--- src/rtl/linhdr_pkg.sv ---
package linhdr_pkg;

  typedef enum logic [2:0] {
    ST_IDLE,
    ST_TX_WAKE,
    ST_TX_BRK,
    ST_TX_DEL,
    ST_TX_BYTE,
    ST_RX_BRK,
    ST_RX_START,
    ST_RX_BYTE
  } lhState_e;

  // Strobes from control to datapath
  typedef struct packed {
    logic restart;   // clear bit timer and bit counter
    logic latchId;   // hold the protected id for later
    logic loadSync;  // load sync frame into tx shifter
    logic loadPid;   // load id frame into tx shifter
    logic shiftTx;   // advance tx shifter at bit end
    logic sampleRx;  // shift filtered rx value into rx byte
    logic capture;   // copy received id to output register
    logic driveLow;  // force dominant level
    logic frameOn;   // line follows tx shifter
  } lhCtl_s;

  function automatic logic [7:0] makePid(input logic [5:0] id);
    logic p0, p1;
    p0 = id[0] ^ id[1] ^ id[2] ^ id[4];
    p1 = ~(id[1] ^ id[3] ^ id[4] ^ id[5]);
    return {p1, p0, id};
  endfunction

endpackage

--- src/rtl/linhdr_datapath.sv ---
module linhdr_datapath
  import linhdr_pkg::*;
#(
  parameter int OVS   = 16,
  parameter int CNT_W = 6
) (
  input  logic             clk,
  input  logic             rstN,
  input  logic             tick,
  input  logic             filterEn,
  input  logic             rxLine,
  input  lhCtl_s           ctl,
  input  logic [7:0]       pidIn,
  output logic             bitEnd,
  output logic             midBit,
  output logic [CNT_W-1:0] bitCnt,
  output logic             rxF,
  output logic [7:0]       rxByte,
  output logic [5:0]       rxId,
  output logic             txLine
);
  localparam int SUB_W = $clog2(OVS);
  localparam logic [SUB_W-1:0] SUB_LAST = SUB_W'(OVS - 1);
  localparam logic [SUB_W-1:0] SUB_MID  = SUB_W'(OVS / 2 - 1);
  localparam int FRAME_W = 11;  // start + 8 data + up to 2 stop

  logic [SUB_W-1:0]   subCnt;
  logic [2:0]         hist;
  logic [FRAME_W-1:0] txFrame;
  logic [7:0]         pidHold;
  logic               majority;

  assign bitEnd = tick && (subCnt == SUB_LAST);
  assign midBit = tick && (subCnt == SUB_MID);

  // bit timer with a saturating bit counter
  always_ff @(posedge clk or negedge rstN) begin
    if (!rstN) begin
      subCnt <= '0;
      bitCnt <= '0;
    end else if (ctl.restart) begin
      subCnt <= '0;
      bitCnt <= '0;
    end else if (tick) begin
      subCnt <= (subCnt == SUB_LAST) ? '0 : subCnt + 1'b1;
      if (subCnt == SUB_LAST && bitCnt != '1) bitCnt <= bitCnt + 1'b1;
    end
  end

  // three-sample receive history
  always_ff @(posedge clk or negedge rstN) begin
    if (!rstN) hist <= 3'b111;
    else if (tick) hist <= {hist[1:0], rxLine};
  end

  assign majority = (hist[0] & hist[1]) | (hist[0] & hist[2]) | (hist[1] & hist[2]);
  assign rxF      = filterEn ? majority : hist[0];

  // transmit frame shifter, start bit in the LSB
  always_ff @(posedge clk or negedge rstN) begin
    if (!rstN) begin
      txFrame <= '1;
      pidHold <= '0;
    end else begin
      if (ctl.latchId) pidHold <= pidIn;
      if (ctl.loadSync)               txFrame <= {2'b11, 8'h55, 1'b0};
      else if (ctl.loadPid)           txFrame <= {2'b11, pidHold, 1'b0};
      else if (ctl.shiftTx && bitEnd) txFrame <= {1'b1, txFrame[FRAME_W-1:1]};
    end
  end

  // receive shifter, LSB first
  always_ff @(posedge clk or negedge rstN) begin
    if (!rstN) begin
      rxByte <= '0;
      rxId   <= '0;
    end else begin
      if (ctl.sampleRx) rxByte <= {rxF, rxByte[7:1]};
      if (ctl.capture)  rxId   <= rxByte[5:0];
    end
  end

  assign txLine = ctl.driveLow ? 1'b0 : (ctl.frameOn ? txFrame[0] : 1'b1);

endmodule

--- src/rtl/linhdr_control.sv ---
module linhdr_control
  import linhdr_pkg::*;
#(
  parameter int CNT_W = 6
) (
  input  logic             clk,
  input  logic             rstN,
  input  logic             chanEn,
  input  logic             cfgMaster,
  input  logic             sendHdr,
  input  logic             sendWake,
  input  logic [4:0]       brkLen,
  input  logic [1:0]       delimLen,
  input  logic             twoStop,
  input  logic             bitEnd,
  input  logic             midBit,
  input  logic [CNT_W-1:0] bitCnt,
  input  logic             rxF,
  input  logic [7:0]       rxByte,
  output lhCtl_s           ctl,
  output logic             busy,
  output logic             txDone,
  output logic             breakSeen,
  output logic             rxDone,
  output logic             syncErr,
  output logic             parityErr
);
  lhState_e         st, nxt;
  logic             byteSel, nxtSel;
  logic             doneN, brkN, rxDoneN, syncN, parN;
  logic [CNT_W-1:0] brkLast, delimLast, stopLast;
  logic [7:0]       pidChk;

  assign brkLast   = CNT_W'(brkLen);
  assign delimLast = CNT_W'(delimLen);
  assign stopLast  = CNT_W'(twoStop ? 10 : 9);
  assign pidChk    = makePid(rxByte[5:0]);
  assign busy      = (st != ST_IDLE);

  always_comb begin
    nxt = st;
    nxtSel = byteSel;
    ctl = '0;
    doneN = 1'b0; brkN = 1'b0; rxDoneN = 1'b0; syncN = 1'b0; parN = 1'b0;
    case (st)
      ST_IDLE: begin
        if (cfgMaster) begin
          if (sendWake) begin
            nxt = ST_TX_WAKE; ctl.restart = 1'b1;
          end else if (sendHdr) begin
            nxt = ST_TX_BRK; ctl.restart = 1'b1; ctl.latchId = 1'b1;
          end
        end else if (!rxF) begin
          nxt = ST_RX_BRK; ctl.restart = 1'b1;
        end
      end
      ST_TX_WAKE: begin
        ctl.driveLow = 1'b1;
        if (bitEnd && bitCnt == brkLast) begin
          nxt = ST_IDLE; doneN = 1'b1;
        end
      end
      ST_TX_BRK: begin
        ctl.driveLow = 1'b1;
        if (bitEnd && bitCnt == brkLast) begin
          nxt = ST_TX_DEL; ctl.restart = 1'b1;
        end
      end
      ST_TX_DEL: begin
        if (bitEnd && bitCnt == delimLast) begin
          nxt = ST_TX_BYTE; ctl.restart = 1'b1; ctl.loadSync = 1'b1; nxtSel = 1'b0;
        end
      end
      ST_TX_BYTE: begin
        ctl.frameOn = 1'b1;
        ctl.shiftTx = 1'b1;
        if (bitEnd && bitCnt == stopLast) begin
          if (!byteSel) begin
            ctl.restart = 1'b1; ctl.loadPid = 1'b1; nxtSel = 1'b1;
          end else begin
            nxt = ST_IDLE; doneN = 1'b1;
          end
        end
      end
      ST_RX_BRK: begin
        if (midBit && rxF) begin
          if (bitCnt > brkLast) begin
            nxt = ST_RX_START; brkN = 1'b1; nxtSel = 1'b0;
          end else begin
            nxt = ST_IDLE;
          end
        end
      end
      ST_RX_START: begin
        if (!rxF) begin
          nxt = ST_RX_BYTE; ctl.restart = 1'b1;
        end
      end
      ST_RX_BYTE: begin
        if (midBit) begin
          if (bitCnt == '0) begin
            if (rxF) nxt = ST_IDLE;  // false start bit
          end else if (bitCnt <= CNT_W'(8)) begin
            ctl.sampleRx = 1'b1;
          end else if (!byteSel) begin
            if (rxByte != 8'h55) begin
              syncN = 1'b1; nxt = ST_IDLE;
            end else begin
              nxt = ST_RX_START; nxtSel = 1'b1;
            end
          end else begin
            ctl.capture = 1'b1; rxDoneN = 1'b1;
            parN = (rxByte[7:6] != pidChk[7:6]);
            nxt = ST_IDLE;
          end
        end
      end
      default: nxt = ST_IDLE;
    endcase
    if (!chanEn) begin
      nxt = ST_IDLE;
      doneN = 1'b0; brkN = 1'b0; rxDoneN = 1'b0; syncN = 1'b0; parN = 1'b0;
    end
  end

  always_ff @(posedge clk or negedge rstN) begin
    if (!rstN) begin
      st <= ST_IDLE;
      byteSel <= 1'b0;
      txDone <= 1'b0; breakSeen <= 1'b0; rxDone <= 1'b0;
      syncErr <= 1'b0; parityErr <= 1'b0;
    end else begin
      st <= nxt;
      byteSel <= nxtSel;
      txDone <= doneN; breakSeen <= brkN; rxDone <= rxDoneN;
      syncErr <= syncN; parityErr <= parN;
    end
  end

endmodule

--- src/rtl/linhdr_top.sv ---
module linhdr_top
  import linhdr_pkg::*;
#(
  parameter int OVS   = 16,
  parameter int CNT_W = 6
) (
  input  logic       clk,
  input  logic       rstN,
  input  logic       tick16,
  input  logic       chanEn,
  input  logic       cfgMaster,
  input  logic       cfgAutoEn,
  input  logic       hostXcvrEn,
  input  logic [4:0] cfgBreakLen,
  input  logic [1:0] cfgDelimLen,
  input  logic       cfgTwoStop,
  input  logic       cfgFilterEn,
  input  logic       sendHdr,
  input  logic       sendWake,
  input  logic [5:0] hdrId,
  input  logic       rxLine,
  output logic       txLine,
  output logic       xcvrEn,
  output logic       busy,
  output logic       txDone,
  output logic       breakSeen,
  output logic       rxDone,
  output logic [5:0] rxId,
  output logic       syncErr,
  output logic       parityErr
);
  lhCtl_s           ctl;
  logic             bitEnd, midBit, rxF;
  logic [CNT_W-1:0] bitCnt;
  logic [7:0]       rxByte;

  assign xcvrEn = cfgAutoEn ? chanEn : hostXcvrEn;

  linhdr_control #(.CNT_W(CNT_W)) ctrl_i (
    .clk(clk), .rstN(rstN), .chanEn(chanEn), .cfgMaster(cfgMaster),
    .sendHdr(sendHdr), .sendWake(sendWake), .brkLen(cfgBreakLen),
    .delimLen(cfgDelimLen), .twoStop(cfgTwoStop), .bitEnd(bitEnd),
    .midBit(midBit), .bitCnt(bitCnt), .rxF(rxF), .rxByte(rxByte),
    .ctl(ctl), .busy(busy), .txDone(txDone), .breakSeen(breakSeen),
    .rxDone(rxDone), .syncErr(syncErr), .parityErr(parityErr)
  );

  linhdr_datapath #(.OVS(OVS), .CNT_W(CNT_W)) dp_i (
    .clk(clk), .rstN(rstN), .tick(tick16), .filterEn(cfgFilterEn),
    .rxLine(rxLine), .ctl(ctl), .pidIn(makePid(hdrId)), .bitEnd(bitEnd),
    .midBit(midBit), .bitCnt(bitCnt), .rxF(rxF), .rxByte(rxByte),
    .rxId(rxId), .txLine(txLine)
  );

endmodule

--- config.mk ---
export PLATFORM = sky130hd
export DESIGN_NAME = linhdr_top
export DESIGN_NICKNAME = d
export VERILOG_FILES = /design/src/rtl/linhdr_pkg.sv /design/src/rtl/linhdr_datapath.sv /design/src/rtl/linhdr_control.sv /design/src/rtl/linhdr_top.sv
export SDC_FILE = /design/constraint.sdc
export NUM_CORES = 1
export LEC_CHECK = 0
export ABC_CLOCK_PERIOD_IN_PS = 3900
export CORE_ASPECT_RATIO = 0.6
export CORE_MARGIN = 4
export CORE_UTILIZATION = 54
export CTS_BUF_LIST = sky130_fd_sc_hd__clkbuf_16
export DETAILED_ROUTE_END_ITERATION = 7
export PLACE_DENSITY = 0.8
export SLEW_MARGIN = 20
export SYNTH_ARGS = -nofsm -noshare
export SYNTH_HDL_FRONTEND = slang
export SYNTH_SLANG_ARGS = --single-unit
--- constraint.sdc ---
create_clock -name clk -period 3.9 [get_ports clk]
set_clock_uncertainty 0.15 [all_clocks]
set_input_delay 0.975 -clock clk [delete_from_list [all_inputs] [get_ports clk]]
set_output_delay 0.975 -clock clk [all_outputs]
set_load 0.005 [all_outputs]
==> results.json, run 1 <==
{
  "synth-seq-cells": 53,
  "grt.overflow.total": 0,
  "antenna_found_initial": 0,
  "crit_chain": "clkdlybuf4s50_1, mux2_2, clkdlybuf4s50_1",
  "cts-resized-gates": 0,
  "yosys.area_share.adder_pct": 3.778,
  "fin_util_pct": 68.22,
  "grt_pass1_wl_mm": 11.36,
  "synth_seq_area_share_pct": 45.00,
  "period_share_pct": 89.12,
  "synth_mux_area_share_pct": 12.01,
  "cts-root-buf": "clkbuf_16",
  "switching_share_pct": 32.34,
  "crit_path_max_incr_delay_ns": 0.65,
  "hold_path_depth": 2,
  "fin_nets": 358,
  "antenna_cells": 0,
  "post_synth.cell_area_avg_um2": 10.46,
  "start_util_pct": 57.26,
  "worstPathBufferInverterCount": 2,
  "path_max_fanout": 8,
  "die_x_um": 103.9,
  "synth_top_area_share_pct": 34.42,
  "layout_commonest_cell": "dfrtp_1",
  "setup_viol": 0,
  "ir_drop_mv": 0.3656,
  "synth_xor_xnor_area_share_pct": 6.171,
  "wl_per_cell_um": 17.23,
  "p_sw_uw": 504.9,
  "grt_use_total_pct": 20.90,
  "clkSinkCount": 53,
  "first_iter_violations": 254,
  "drv_slew": 0,
  "hold_viol_final": 0,
  "clk_pin_slew_ns": 0.07,
  "critPathLaunchType": "input pin",
  "cp.depth": 3,
  "first_pass_iters": 6,
  "drt-vias-per-instance": 5.990,
  "synth.area.top_cells": "dfrtp_1 34%, dfstp_2 11%, mux2_2 8.3%",
  "fin_setup_tns_ns": 0,
  "dp_hpwl_mm": 4.989,
  "arrival_ns": 2.35,
  "critPathTopFamily": "buffers and inverters",
  "worstPathRequired_ns": 2.77,
  "num_rows": 20,
  "crit_path_end_kind": "primary output",
  "final.fill_count": 412,
  "synth_compound_area_share_pct": 10.79,
  "synthSimpleGateAreaFrac_pct": 18.22,
  "finalCriticalPeriod_ns": 3.476,
  "drive_gt1_share_pct": 17.54,
  "critPathKind": "input pin to primary output",
  "synth.distinct_cells": 58,
  "hold_path.class": "flip-flop to flip-flop",
  "detail-route-antenna-nets": 0,
  "power.density_mw_per_mm2": 439.7,
  "io_buffer_count": 38,
  "p_seq_share_pct": 46.4,
  "async_flop_share_pct": 100.0,
  "dominantRegCellSynth": "dfrtp_1",
  "fp.dieH_um": 65.55,
  "rr_worst_depth": 7,
  "post_cts_hold_buffer_count": 0,
  "worstSkewPairLatency_ns": 0.30,
  "synthesis.nets": 319,
  "worst_slew_pin_slew_ns": 0.9471,
  "cts_tree": "yes",
  "max_slew_margin_pct": 36.66,
  "die_area_mm2": 0.006811,
  "status": "finished clean",
  "max_cap_viol_count": 0,
  "cts_buffers": 5,
  "yosys_warnings": 0,
  "vias": 2342,
  "syn2layout_area_growth_pct": 19.14,
  "boundaryPins": 39,
  "synth_top_family_by_area": "simple AND/OR/NAND/NOR gates",
  "drc": 0,
  "cpMostUsedCell": "clkdlybuf4s50_1",
  "post_cts_buffers": 0,
  "clkPwrFrac_pct": 29.4,
  "first_global_vias": 2185,
  "rsz0062_at_grt": "no",
  "synth-edff-count": 0,
  "yosys.area.top_type": "dfrtp_1",
  "htree_levels": 2,
  "place_congestion": 0.9336,
  "p_int_uw": 1056,
  "leakagePower_uw": 0.001527,
  "clockBufferDepth": 2,
  "core_area_mm2": 0.005205,
  "final_cell_mix": "41 x dfrtp_1, 37 x clkdlybuf4s50_1, 26 x nor2_1, 22 x mux2_2, 18 x nand2_1",
  "fmax_ghz": 0.2877,
  "syn_inst": 285,
  "finalWirelength_mm": 6.738,
  "grt_max_degree": 36,
  "p_comb_share_pct": 24.2,
  "critPathSlowestCell": "clkdlybuf4s50_1",
  "synth_area_mm2": 0.002980
}
## tightest hold or removal path, delay by kind of cell, from the launching register on
family,cells,cell delay [ns]
flip-flops,1,0.38
AND/OR/NAND/NOR,2,0.10
## registers in the layout, summed over array words and instances, names as in the netlist
name and cells:
ctrl_i.breakSeen 1, ctrl_i.txDone 1, dp_i.rxByte 8, dp_i.rxId 6, dp_i.pidHold 8, dp_i.bitCnt 6
dp_i.subCnt 4, ctrl_i.st 3, ctrl_i.rxDone 1, dp_i.txFrame 9, ctrl_i.parityErr 1, ctrl_i.syncErr 1
dp_i.hist 3, ctrl_i.byteSel 1
## worst paths after layout
kind	from	endpoint	slack, ns
worst max-delay path	chanEn	xcvrEn	0.42
worst min-delay path	dp_i.txFrame[8]$_DFFE_PN1P_	dp_i.txFrame[8]$_DFFE_PN1P_	0.33
worst max register to register	dp_i.bitCnt[4]$_DFFE_PN0P_	ctrl_i.st[1]$_DFFE_PN0P_	1.10
worst min register to register	dp_i.txFrame[8]$_DFFE_PN1P_	dp_i.txFrame[8]$_DFFE_PN1P_	0.33
max in group asynchronous	rstN	dp_i.txFrame[7]$_DFFE_PN1P_	2.19
min in group asynchronous	rstN	dp_i.bitCnt[2]$_DFFE_PN0P_	0.61
## metrics by stage
| stage | setup WS, ns | total power [uW] | area [um^2] | std cells | hold WS, ns |
|---|---|---|---|---|---|
| final | 0.4242 | 1561 | 3551 | 391 | 0.3253 |
| after detailed placement | 0.2045 | 1104 | 3401 | 383 | 0.3174 |
| after CTS | 0.4154 | 1559 | 3551 | 391 | 0.3271 |
| after global routing | 0.3312 | 1649 | 3551 | 391 | 0.3395 |
| after floorplan | 0.8009 | 972.3 | 2980 | 285 | 0.2843 |
| after global placement | 0.2276 | 1091 | 3401 | 383 | 0.2987 |
## kinds of logic (layout without fill, tap and decap cells)
logic type / count (synthesis) / count (layout)
compound gates: 46 / 46
xor+xnor: 21 / 21
fa+ha+maj: 9 / 9
buf+inv: 23 / 63
flops: 53 / 53
mux: 33 / 33
simple gates: 100 / 100
## power groups by stage
stage                     clock network (uW)  registers, uW  logic, uW
after floorplan                            0            677        296
final                                    459            724        378
after detailed placement                   0            730        373
after CTS                                462            720        377
after global routing                     493            737        419
after global placement                     0            727        363
## synth_stat cells, types with 2 or more instances
cell,count
o22ai_1,3
nor3_2,2
o21ai_0,6
nor2b_1,2
nor3b_1,2
buf_6,2
nand4b_1,2
and4b_1,2
clkbuf_1,4
a31oi_1,3
buf_4,3
a211oi_1,3
nor3_1,11
xor2_1,5
and3_2,3
xnor2_1,16
o211ai_1,2
dfstp_2,12
a21o_1,2
nand3_1,6
dfrtp_1,41
nand4_1,5
nor4_1,3
nor2_1,26
nand2_1,18
nand2b_1,2
mux2_2,22
or3_1,6
mux2i_1,11
and3_1,3
a21oi_1,11
ha_1,9
inv_1,12
## metal layers
metal	up-vias	GRT usage [%]	wire length, um
met5	-	0	0
met1	1138	31.52	3371
met4	0	3.648	73
li1	1115	-	-
met3	13	4.711	407
met2	76	31.07	2886
## cell type report
class | instances | area [um^2] | area share (%)
Clock buffer | 5 | 125.1 | 3.524
Clock inverter | 3 | 25.02 | 0.7047
Inverter | 12 | 45.04 | 1.268
Multi-Input combinational cell | 209 | 1519 | 42.78
Sequential cell | 53 | 1341 | 37.77
Tap cell | 66 | 82.58 | 2.326
Timing Repair Buffer | 43 | 412.9 | 11.63
No activity file was read; power rests on OpenSTA's default activity.
==> run 2: changes to the inputs <==
TNS_END_PERCENT = 1   (was default)
==> results of run 2 <==
No change in the layout: final DEF, timing and power equal those of run 1.
